[src/rtl/rt_pkg.sv]
package rt_pkg;
  localparam int BYTE_W = 8;
  localparam int CNT_W  = 2 * BYTE_W;
  localparam int ADDR_W = 3;

  typedef enum logic [1:0] {
    SRC_DIV12 = 2'b00,
    SRC_EXT8  = 2'b01,
    SRC_CMP   = 2'b10,
    SRC_SYS   = 2'b11
  } src_e;

  typedef enum logic [ADDR_W-1:0] {
    A_CTRL   = 3'd0,
    A_CNT_LO = 3'd1,
    A_CNT_HI = 3'd2,
    A_RLD_LO = 3'd3,
    A_RLD_HI = 3'd4,
    A_CFG    = 3'd5
  } addr_e;
endpackage

[src/rtl/rt_sync_edge.sv]
module rt_sync_edge #(
  parameter int STAGES = 2
) (
  input  logic clk_i,
  input  logic rst_ni,
  input  logic async_i,
  output logic rise_o
);
  logic [STAGES-1:0] sync_q;
  logic              prev_q;

  always_ff @(posedge clk_i or negedge rst_ni) begin
    if (!rst_ni) begin
      sync_q <= '0;
      prev_q <= 1'b0;
    end else begin
      sync_q <= {sync_q[STAGES-2:0], async_i};
      prev_q <= sync_q[STAGES-1];
    end
  end

  assign rise_o = sync_q[STAGES-1] & ~prev_q;
endmodule

[src/rtl/rt_tick_gen.sv]
module rt_tick_gen
  import rt_pkg::*;
#(
  parameter int PRESCALE    = 12,
  parameter int EXT_DIV     = 8,
  parameter int SYNC_STAGES = 2
) (
  input  logic       clk_i,
  input  logic       rst_ni,
  input  logic       ext_clk_i,
  input  logic       cmp_i,
  input  logic [1:0] src_sel_i,
  input  logic       cap_src_i,
  output logic       tick_o,
  output logic       cap_evt_o
);
  localparam int PW = (PRESCALE > 1) ? $clog2(PRESCALE) : 1;
  localparam int DW = (EXT_DIV > 1) ? $clog2(EXT_DIV) : 1;

  logic          ext_rise, cmp_rise;
  logic [PW-1:0] pre_q;
  logic [DW-1:0] div_q;
  logic          pre_tick, ext_tick;

  rt_sync_edge #(.STAGES(SYNC_STAGES)) u_ext_sync (
    .clk_i(clk_i), .rst_ni(rst_ni), .async_i(ext_clk_i), .rise_o(ext_rise)
  );
  rt_sync_edge #(.STAGES(SYNC_STAGES)) u_cmp_sync (
    .clk_i(clk_i), .rst_ni(rst_ni), .async_i(cmp_i), .rise_o(cmp_rise)
  );

  // free-running system clock prescaler
  assign pre_tick = (pre_q == PW'(PRESCALE - 1));
  always_ff @(posedge clk_i or negedge rst_ni) begin
    if (!rst_ni)       pre_q <= '0;
    else if (pre_tick) pre_q <= '0;
    else               pre_q <= pre_q + PW'(1);
  end

  // external edge divider
  assign ext_tick = ext_rise && (div_q == DW'(EXT_DIV - 1));
  always_ff @(posedge clk_i or negedge rst_ni) begin
    if (!rst_ni)       div_q <= '0;
    else if (ext_tick) div_q <= '0;
    else if (ext_rise) div_q <= div_q + DW'(1);
  end

  always_comb begin
    unique case (src_e'(src_sel_i))
      SRC_DIV12: tick_o = pre_tick;
      SRC_EXT8:  tick_o = ext_tick;
      SRC_CMP:   tick_o = cmp_rise;
      default:   tick_o = 1'b1;
    endcase
  end

  assign cap_evt_o = cap_src_i ? cmp_rise : ext_tick;
endmodule

[src/rtl/rt_counter.sv]
module rt_counter
  import rt_pkg::*;
(
  input  logic              clk_i,
  input  logic              rst_ni,
  input  logic              run_i,
  input  logic              split_i,
  input  logic              capture_i,
  input  logic              tick_i,
  input  logic              wr_lo_i,
  input  logic              wr_hi_i,
  input  logic [BYTE_W-1:0] wr_data_i,
  input  logic [CNT_W-1:0]  rld_i,
  output logic [CNT_W-1:0]  cnt_o,
  output logic              ovf_lo_o,
  output logic              ovf_hi_o
);
  localparam logic [BYTE_W-1:0] BMAX = '1;

  logic [BYTE_W-1:0] lo_q, hi_q, lo_d, hi_d;
  logic              wr_any, en_lo, en_hi, split_act;

  assign wr_any    = wr_lo_i | wr_hi_i;
  assign split_act = split_i & ~capture_i;
  assign en_lo     = run_i & tick_i & ~wr_any;
  assign en_hi     = run_i & ~wr_any;

  always_comb begin
    lo_d     = lo_q;
    hi_d     = hi_q;
    ovf_lo_o = 1'b0;
    ovf_hi_o = 1'b0;
    if (wr_lo_i) lo_d = wr_data_i;
    if (wr_hi_i) hi_d = wr_data_i;
    if (split_act) begin
      if (en_lo) begin
        ovf_lo_o = (lo_q == BMAX);
        lo_d     = ovf_lo_o ? rld_i[BYTE_W-1:0] : lo_q + 1'b1;
      end
      if (en_hi) begin
        ovf_hi_o = (hi_q == BMAX);
        hi_d     = ovf_hi_o ? rld_i[CNT_W-1:BYTE_W] : hi_q + 1'b1;
      end
    end else if (en_lo) begin
      ovf_lo_o = (lo_q == BMAX);
      if ({hi_q, lo_q} == {CNT_W{1'b1}}) begin
        ovf_hi_o     = ~capture_i;
        {hi_d, lo_d} = capture_i ? '0 : rld_i;
      end else begin
        {hi_d, lo_d} = {hi_q, lo_q} + CNT_W'(1);
      end
    end
  end

  always_ff @(posedge clk_i or negedge rst_ni) begin
    if (!rst_ni) begin
      lo_q <= '0;
      hi_q <= '0;
    end else begin
      lo_q <= lo_d;
      hi_q <= hi_d;
    end
  end

  assign cnt_o = {hi_q, lo_q};
endmodule

[src/rtl/reload_timer.sv]
module reload_timer
  import rt_pkg::*;
#(
  parameter int PRESCALE    = 12,
  parameter int EXT_DIV     = 8,
  parameter int SYNC_STAGES = 2
) (
  input  logic              clk_i,
  input  logic              rst_ni,
  input  logic              ext_clk_i,
  input  logic              cmp_i,
  input  logic              wr_en_i,
  input  logic [ADDR_W-1:0] wr_addr_i,
  input  logic [BYTE_W-1:0] wr_data_i,
  input  logic [ADDR_W-1:0] rd_addr_i,
  output logic [BYTE_W-1:0] rd_data_o,
  output logic              irq_o
);
  logic [1:0]       clk_sel;
  logic             run, split_m, cap_m, lo_ie, flag_lo, flag_hi;
  logic             irq_en, cap_src;
  logic [CNT_W-1:0] rld, cnt;
  logic             tick, cap_evt, cap_pulse, ovf_lo, ovf_hi;
  logic             wr_ctrl, wr_cnt_lo, wr_cnt_hi, wr_rld_lo, wr_rld_hi, wr_cfg;
  logic             wr_cnt_any, wr_rld_any;

  assign wr_ctrl    = wr_en_i && (wr_addr_i == A_CTRL);
  assign wr_cnt_lo  = wr_en_i && (wr_addr_i == A_CNT_LO);
  assign wr_cnt_hi  = wr_en_i && (wr_addr_i == A_CNT_HI);
  assign wr_rld_lo  = wr_en_i && (wr_addr_i == A_RLD_LO);
  assign wr_rld_hi  = wr_en_i && (wr_addr_i == A_RLD_HI);
  assign wr_cfg     = wr_en_i && (wr_addr_i == A_CFG);
  assign wr_cnt_any = wr_cnt_lo | wr_cnt_hi;
  assign wr_rld_any = wr_rld_lo | wr_rld_hi;

  rt_tick_gen #(
    .PRESCALE(PRESCALE), .EXT_DIV(EXT_DIV), .SYNC_STAGES(SYNC_STAGES)
  ) u_tick (
    .clk_i(clk_i), .rst_ni(rst_ni), .ext_clk_i(ext_clk_i), .cmp_i(cmp_i),
    .src_sel_i(clk_sel), .cap_src_i(cap_src), .tick_o(tick), .cap_evt_o(cap_evt)
  );

  rt_counter u_cnt (
    .clk_i(clk_i), .rst_ni(rst_ni), .run_i(run), .split_i(split_m),
    .capture_i(cap_m), .tick_i(tick), .wr_lo_i(wr_cnt_lo), .wr_hi_i(wr_cnt_hi),
    .wr_data_i(wr_data_i), .rld_i(rld), .cnt_o(cnt),
    .ovf_lo_o(ovf_lo), .ovf_hi_o(ovf_hi)
  );

  assign cap_pulse = cap_m & cap_evt;

  always_ff @(posedge clk_i or negedge rst_ni) begin
    if (!rst_ni) begin
      clk_sel <= '0;
      run     <= 1'b0;
      split_m <= 1'b0;
      cap_m   <= 1'b0;
      lo_ie   <= 1'b0;
      flag_lo <= 1'b0;
      flag_hi <= 1'b0;
      irq_en  <= 1'b0;
      cap_src <= 1'b0;
      rld     <= '0;
    end else begin
      if (wr_ctrl) begin
        clk_sel <= wr_data_i[1:0];
        run     <= wr_data_i[2];
        split_m <= wr_data_i[3];
        cap_m   <= wr_data_i[4];
        lo_ie   <= wr_data_i[5];
      end
      // hardware set wins over a software write
      flag_lo <= ovf_lo | (wr_ctrl ? wr_data_i[6] : flag_lo);
      flag_hi <= ovf_hi | cap_pulse | (wr_ctrl ? wr_data_i[7] : flag_hi);
      if (wr_cfg) begin
        irq_en  <= wr_data_i[0];
        cap_src <= wr_data_i[1];
      end
      if (cap_pulse) rld <= cnt;
      else begin
        if (wr_rld_lo) rld[BYTE_W-1:0]     <= wr_data_i;
        if (wr_rld_hi) rld[CNT_W-1:BYTE_W] <= wr_data_i;
      end
    end
  end

  always_comb begin
    unique case (rd_addr_i)
      A_CTRL:   rd_data_o = {flag_hi, flag_lo, lo_ie, cap_m, split_m, run, clk_sel};
      A_CNT_LO: rd_data_o = cnt[BYTE_W-1:0];
      A_CNT_HI: rd_data_o = cnt[CNT_W-1:BYTE_W];
      A_RLD_LO: rd_data_o = rld[BYTE_W-1:0];
      A_RLD_HI: rd_data_o = rld[CNT_W-1:BYTE_W];
      A_CFG:    rd_data_o = {6'b0, cap_src, irq_en};
      default:  rd_data_o = '0;
    endcase
  end

  assign irq_o = irq_en & (flag_hi | (flag_lo & lo_ie));
endmodule

[config.mk]
export PLATFORM = sky130hd
export DESIGN_NAME = reload_timer
export DESIGN_NICKNAME = d
export VERILOG_FILES = /design/src/rtl/rt_pkg.sv /design/src/rtl/rt_sync_edge.sv /design/src/rtl/rt_tick_gen.sv /design/src/rtl/rt_counter.sv /design/src/rtl/reload_timer.sv
export SDC_FILE = /design/constraint.sdc
export NUM_CORES = 1
export LEC_CHECK = 0
export BUFFER_PORTS_ARGS = -buffer_cell sky130_fd_sc_hd__buf_2
export CAP_MARGIN = 10
export CORE_MARGIN = 10
export CORE_UTILIZATION = 65
export CTS_BUF_LIST = sky130_fd_sc_hd__clkbuf_16
export DETAILED_ROUTE_END_ITERATION = 8
export GPL_ROUTABILITY_DRIVEN = 0
export PLACE_DENSITY_LB_ADDON = 0.25
export REMOVE_ABC_BUFFERS = 1
export SYNTH_ARGS = -nofsm -noshare
export SYNTH_HDL_FRONTEND = slang
export SYNTH_SLANG_ARGS = --single-unit
[constraint.sdc]
create_clock -name clk_i -period 4.79 [get_ports clk_i]
set_clock_uncertainty 0.05 [all_clocks]
set_input_delay 0.958 -clock clk_i [delete_from_list [all_inputs] [get_ports clk_i]]
set_output_delay 0.958 -clock clk_i [all_outputs]
set_load 0.1 [all_outputs]
==> impl_table.tex <==
\begin{tabular}{lr}
\hline
Metric & Value \\
\hline
\multicolumn{2}{l}{\textbf{Timing}} \\
\quad Pins Over Slew Limit & 0 \\
\quad Final-layout worst hold slack & 0.307 ns \\
\quad Total Neg Setup Slack & 0 ns \\
\quad Final clock period utilization by the worst path & 73.0\% \\
\quad Final Hold Viols & 0 \\
\quad F\_max & 0.286 GHz \\
\quad Slew of the pin with the lowest slew margin & 1.07 ns \\
\quad Remaining max-slew budget at the tightest pin & 28.3\% \\
\quad Total setup violations reported at the end of the flow & 0 \\
\quad Time the worst path needs with I/O delays and setup & 3.50 ns \\
\quad Setup repair after global routing missed its margin & false \\
\multicolumn{2}{l}{\textbf{Floorplan}} \\
\quad Horizontal die dimension & 95.0 um \\
\quad Starting density of the core & 66.7\% \\
\quad Std-Cell Rows & 27 \\
\quad Die outline area & 9020 um2 \\
\quad Ports placed on the boundary & 28 \\
\quad Die height & 95.0 um \\
\quad Placeable Area & 5470 um2 \\
\multicolumn{2}{l}{\textbf{Setup path}} \\
\quad Crit end category & output port \\
\quad Kind of critical path & in2out \\
\quad Slack of the worst reg-to-reg path & 2.14 ns \\
\quad Data arrival at the endpoint of the critical path & 2.49 ns \\
\quad Worst-path maximum fanout & 20 \\
\quad Required @ worst endpoint & 3.78 ns \\
\quad Crit path launch type & primary input \\
\multicolumn{2}{l}{\textbf{Finish}} \\
\quad Non-Filler Instances & 473 \\
\quad Final design utilization & 72.1\% \\
\quad Area growth from synthesis to layout & 7.98\% \\
\quad Number of nets at the end of the flow & 424 \\
\quad Share of layout cells above drive strength 1 & 15.7\% \\
\quad Leading cell type in the layout, fill and taps excluded & sky130\_fd\_sc\_hd\_\_dfrtp\_1 \\
\quad Fillers & 401 \\
\quad \# diodes & 0 \\
\quad Most frequent cells in the layout & sky130\_fd\_sc\_hd\_\_dfrtp\_1 (55), sky130\_fd\_sc\_hd\_\_mux2i\_1 (40), sky130\_fd\_sc\_hd\_\_nor2\_1 (34) \\
\multicolumn{2}{l}{\textbf{CTS}} \\
\quad Register clock-pin slew on the reported worst setup and hold paths & 0.07 ns \\
\quad CTS Hold Bufs & 0 \\
\quad Number of buffers added for setup after CTS & 0 \\
\quad Number of sinks on the clock net & 55 \\
\quad Cells resized by post-CTS repair & 0 \\
\quad Clock buffers created by TritonCTS & 5 \\
\quad Clock latency at the later pin of the worst-skew pair & 0.29 ns \\
\quad Clk root buf & sky130\_fd\_sc\_hd\_\_clkbuf\_16 \\
\quad Clock tree from TritonCTS & done \\
\quad H-tree depth reported by CTS & 2 \\
\quad Worst-case clock buffer depth & 2 \\
\multicolumn{2}{l}{\textbf{Route}} \\
\quad Routed length on met1 & 3980 um \\
\quad Mean routed wirelength per cell & 20.1 um \\
\quad Routed wire length on met2 & 4520 um \\
\quad DRC violation count after routing & 0 \\
\quad Number of antenna-violating nets in the routed design & 0 \\
\quad Detailed-route vias per instance & 6.77 \\
\quad Wire length on met3 & 766 um \\
\quad Routed vias & 3201 \\
\quad DR pass1 iterations & 6 \\
\quad Top metal layer carrying routed signals & met4 \\
\quad Total Wirelength & 9490 um \\
\quad Number of violations reported at the end of detailed-routing iteration 0 & 360 \\
\multicolumn{2}{l}{\textbf{GRT}} \\
\quad Antenna violations before repair & 0 \\
\quad Maximum number of pins on one net before global-route repair & 56 \\
\quad Global-route usage over all layers & 21.5\% \\
\quad Wire length of the first global-routing pass & 15500 um \\
\quad Grt total ovfl & 0 \\
\quad Vias in the first global route & 3064 \\
\multicolumn{2}{l}{\textbf{Synthesis}} \\
\quad Synthesized area & 3650 um2 \\
\quad EDFF count, synth & 0 \\
\quad Cell accounting for the most synthesized area & sky130\_fd\_sc\_hd\_\_dfrtp\_1 \\
\quad Total of warnings raised by yosys & 0 \\
\quad Area share of the largest cell type after synthesis & 37.7\% \\
\quad Post-synthesis sequential area ratio & 37.7\% \\
\quad Area contributors post-synth & sky130\_fd\_sc\_hd\_\_dfrtp\_1 (38\%), sky130\_fd\_sc\_hd\_\_mux2i\_1 (11\%), sky130\_fd\_sc\_hd\_\_a21oi\_1 (4.4\%) \\
\quad Count of mapped cells out of synthesis & 390 \\
\quad Mean area per synthesized cell & 9.36 um2 \\
\quad Share of synthesized registers carrying an async set or reset & 100\% \\
\quad Register bit count reported by yosys & 55 \\
\quad Top flip-flop cell by instance count after synthesis & sky130\_fd\_sc\_hd\_\_dfrtp\_1 \\
\quad Number of distinct standard cells referenced by the synthesized netlist & 61 \\
\multicolumn{2}{l}{\textbf{Job}} \\
\quad Max-cap check violation count & 0 \\
\multicolumn{2}{l}{\textbf{Placement}} \\
\quad HPWL after DPL & 6650 um \\
\quad Placed Cells incl. Taps & 465 \\
\quad IO buf count & 27 \\
\multicolumn{2}{l}{\textbf{Status}} \\
\quad Run status & completed \\
\multicolumn{2}{l}{\textbf{Pwr}} \\
\quad Max IR drop VDD & 301 uV \\
\quad Reported leakage power & 1.64 nW \\
\quad P per Cell Area & 558 nW/um2 \\
\multicolumn{2}{l}{\textbf{Min path}} \\
\quad Type of the most critical hold path & reg2reg \\
\hline
\end{tabular}
[power by group]
| group | leakage, nW | internal (mW) | switching, mW |
|---|---|---|---|
| Combinational | 0.914 | 0.339 | 0.524 |
| Clock | 0.0844 | 0.250 | 0.171 |
| Sequential | 0.640 | 0.628 | 0.290 |
| Total | 1.64 | 1.22 | 0.984 |
[sequential cells by signal, indices dropped and copies added, names as in the netlist, 2 cells and up]
name and cells:
rld 16, u_tick.div_q 3, clk_sel 2, u_tick.pre_q 4, u_tick.u_ext_sync.sync_q 2, u_cnt.lo_q 8, u_cnt.hi_q 8, u_tick.u_cmp_sync.sync_q 2
[area by class of cell]
class | instances | area (um2) | area share [%]
multi-input cells | 302 | 2120 | 53.8
clock inverters | 3 | 47.5 | 1.21
flip-flops and latches | 55 | 1380 | 34.9
inverters | 5 | 18.8 | 0.476
repair buffers | 31 | 165 | 4.19
well taps | 72 | 90.1 | 2.28
clock buffers | 5 | 125 | 3.17
[per-layer routing]
| layer | vias up | track usage (%) |
|---|---|---|
| li1 | 1473 | - |
| met1 | 1540 | 28.3 |
| met2 | 164 | 34.9 |
| met3 | 24 | 3.97 |
| met4 | 0 | 7.23 |
| met5 | - | 0 |
[final timing paths]
| kind | depth (start not counted) | end | startpoint |
|---|---|---|---|
| min | 0 | u_tick.u_ext_sync.sync_q[1] | u_tick.u_ext_sync.sync_q[0] |
| max reg2reg | 7 | u_cnt.hi_q[2] | u_tick.div_q[0] |
| min reg2reg | 0 | u_tick.u_ext_sync.sync_q[1] | u_tick.u_ext_sync.sync_q[0] |
| max in group asynchronous | 2 | u_cnt.hi_q[4] | rst_ni |
| min in group asynchronous | 2 | irq_en | rst_ni |
| max | 5 | rd_data_o[1] | rd_addr_i[1] |
[cells in the mapped netlist, types with 10 or more instances]
cell / n
sky130_fd_sc_hd__nor2b_1: 12
sky130_fd_sc_hd__o21ai_0: 13
sky130_fd_sc_hd__dfrtp_1: 55
sky130_fd_sc_hd__nor2_1: 34
sky130_fd_sc_hd__a21oi_1: 32
sky130_fd_sc_hd__buf_2: 12
sky130_fd_sc_hd__mux2i_1: 40
sky130_fd_sc_hd__nand2_1: 26
sky130_fd_sc_hd__nor3_1: 10
sky130_fd_sc_hd__clkbuf_1: 12
[through the flow]
stage	setup slack, ns	area (um2)	power [mW]
after floorplan	0.496	3510	1.51
after global placement	1.35	3770	1.72
after detailed placement	1.36	3770	1.75
after CTS	1.34	3940	2.18
after global routing	1.24	3940	2.33
final	1.29	3940	2.20
[cell families after synthesis]
group	after synthesis	synth area share, %
compound gates	106	19.5
fa+ha+maj	5	1.71
mux	49	14.0
buf+inv	33	4.42
simple gates	128	19.1
xor+xnor	14	3.56
flops	55	37.7
[critical path, stage by stage]
cell and delay (ns):
sky130_fd_sc_hd__buf_2 0.35, sky130_fd_sc_hd__nor2b_1 0.41, sky130_fd_sc_hd__a21oi_1 0.12, sky130_fd_sc_hd__a21oi_1 0.19, sky130_fd_sc_hd__buf_2 0.45
No activity file was read; power rests on OpenSTA's default activity.
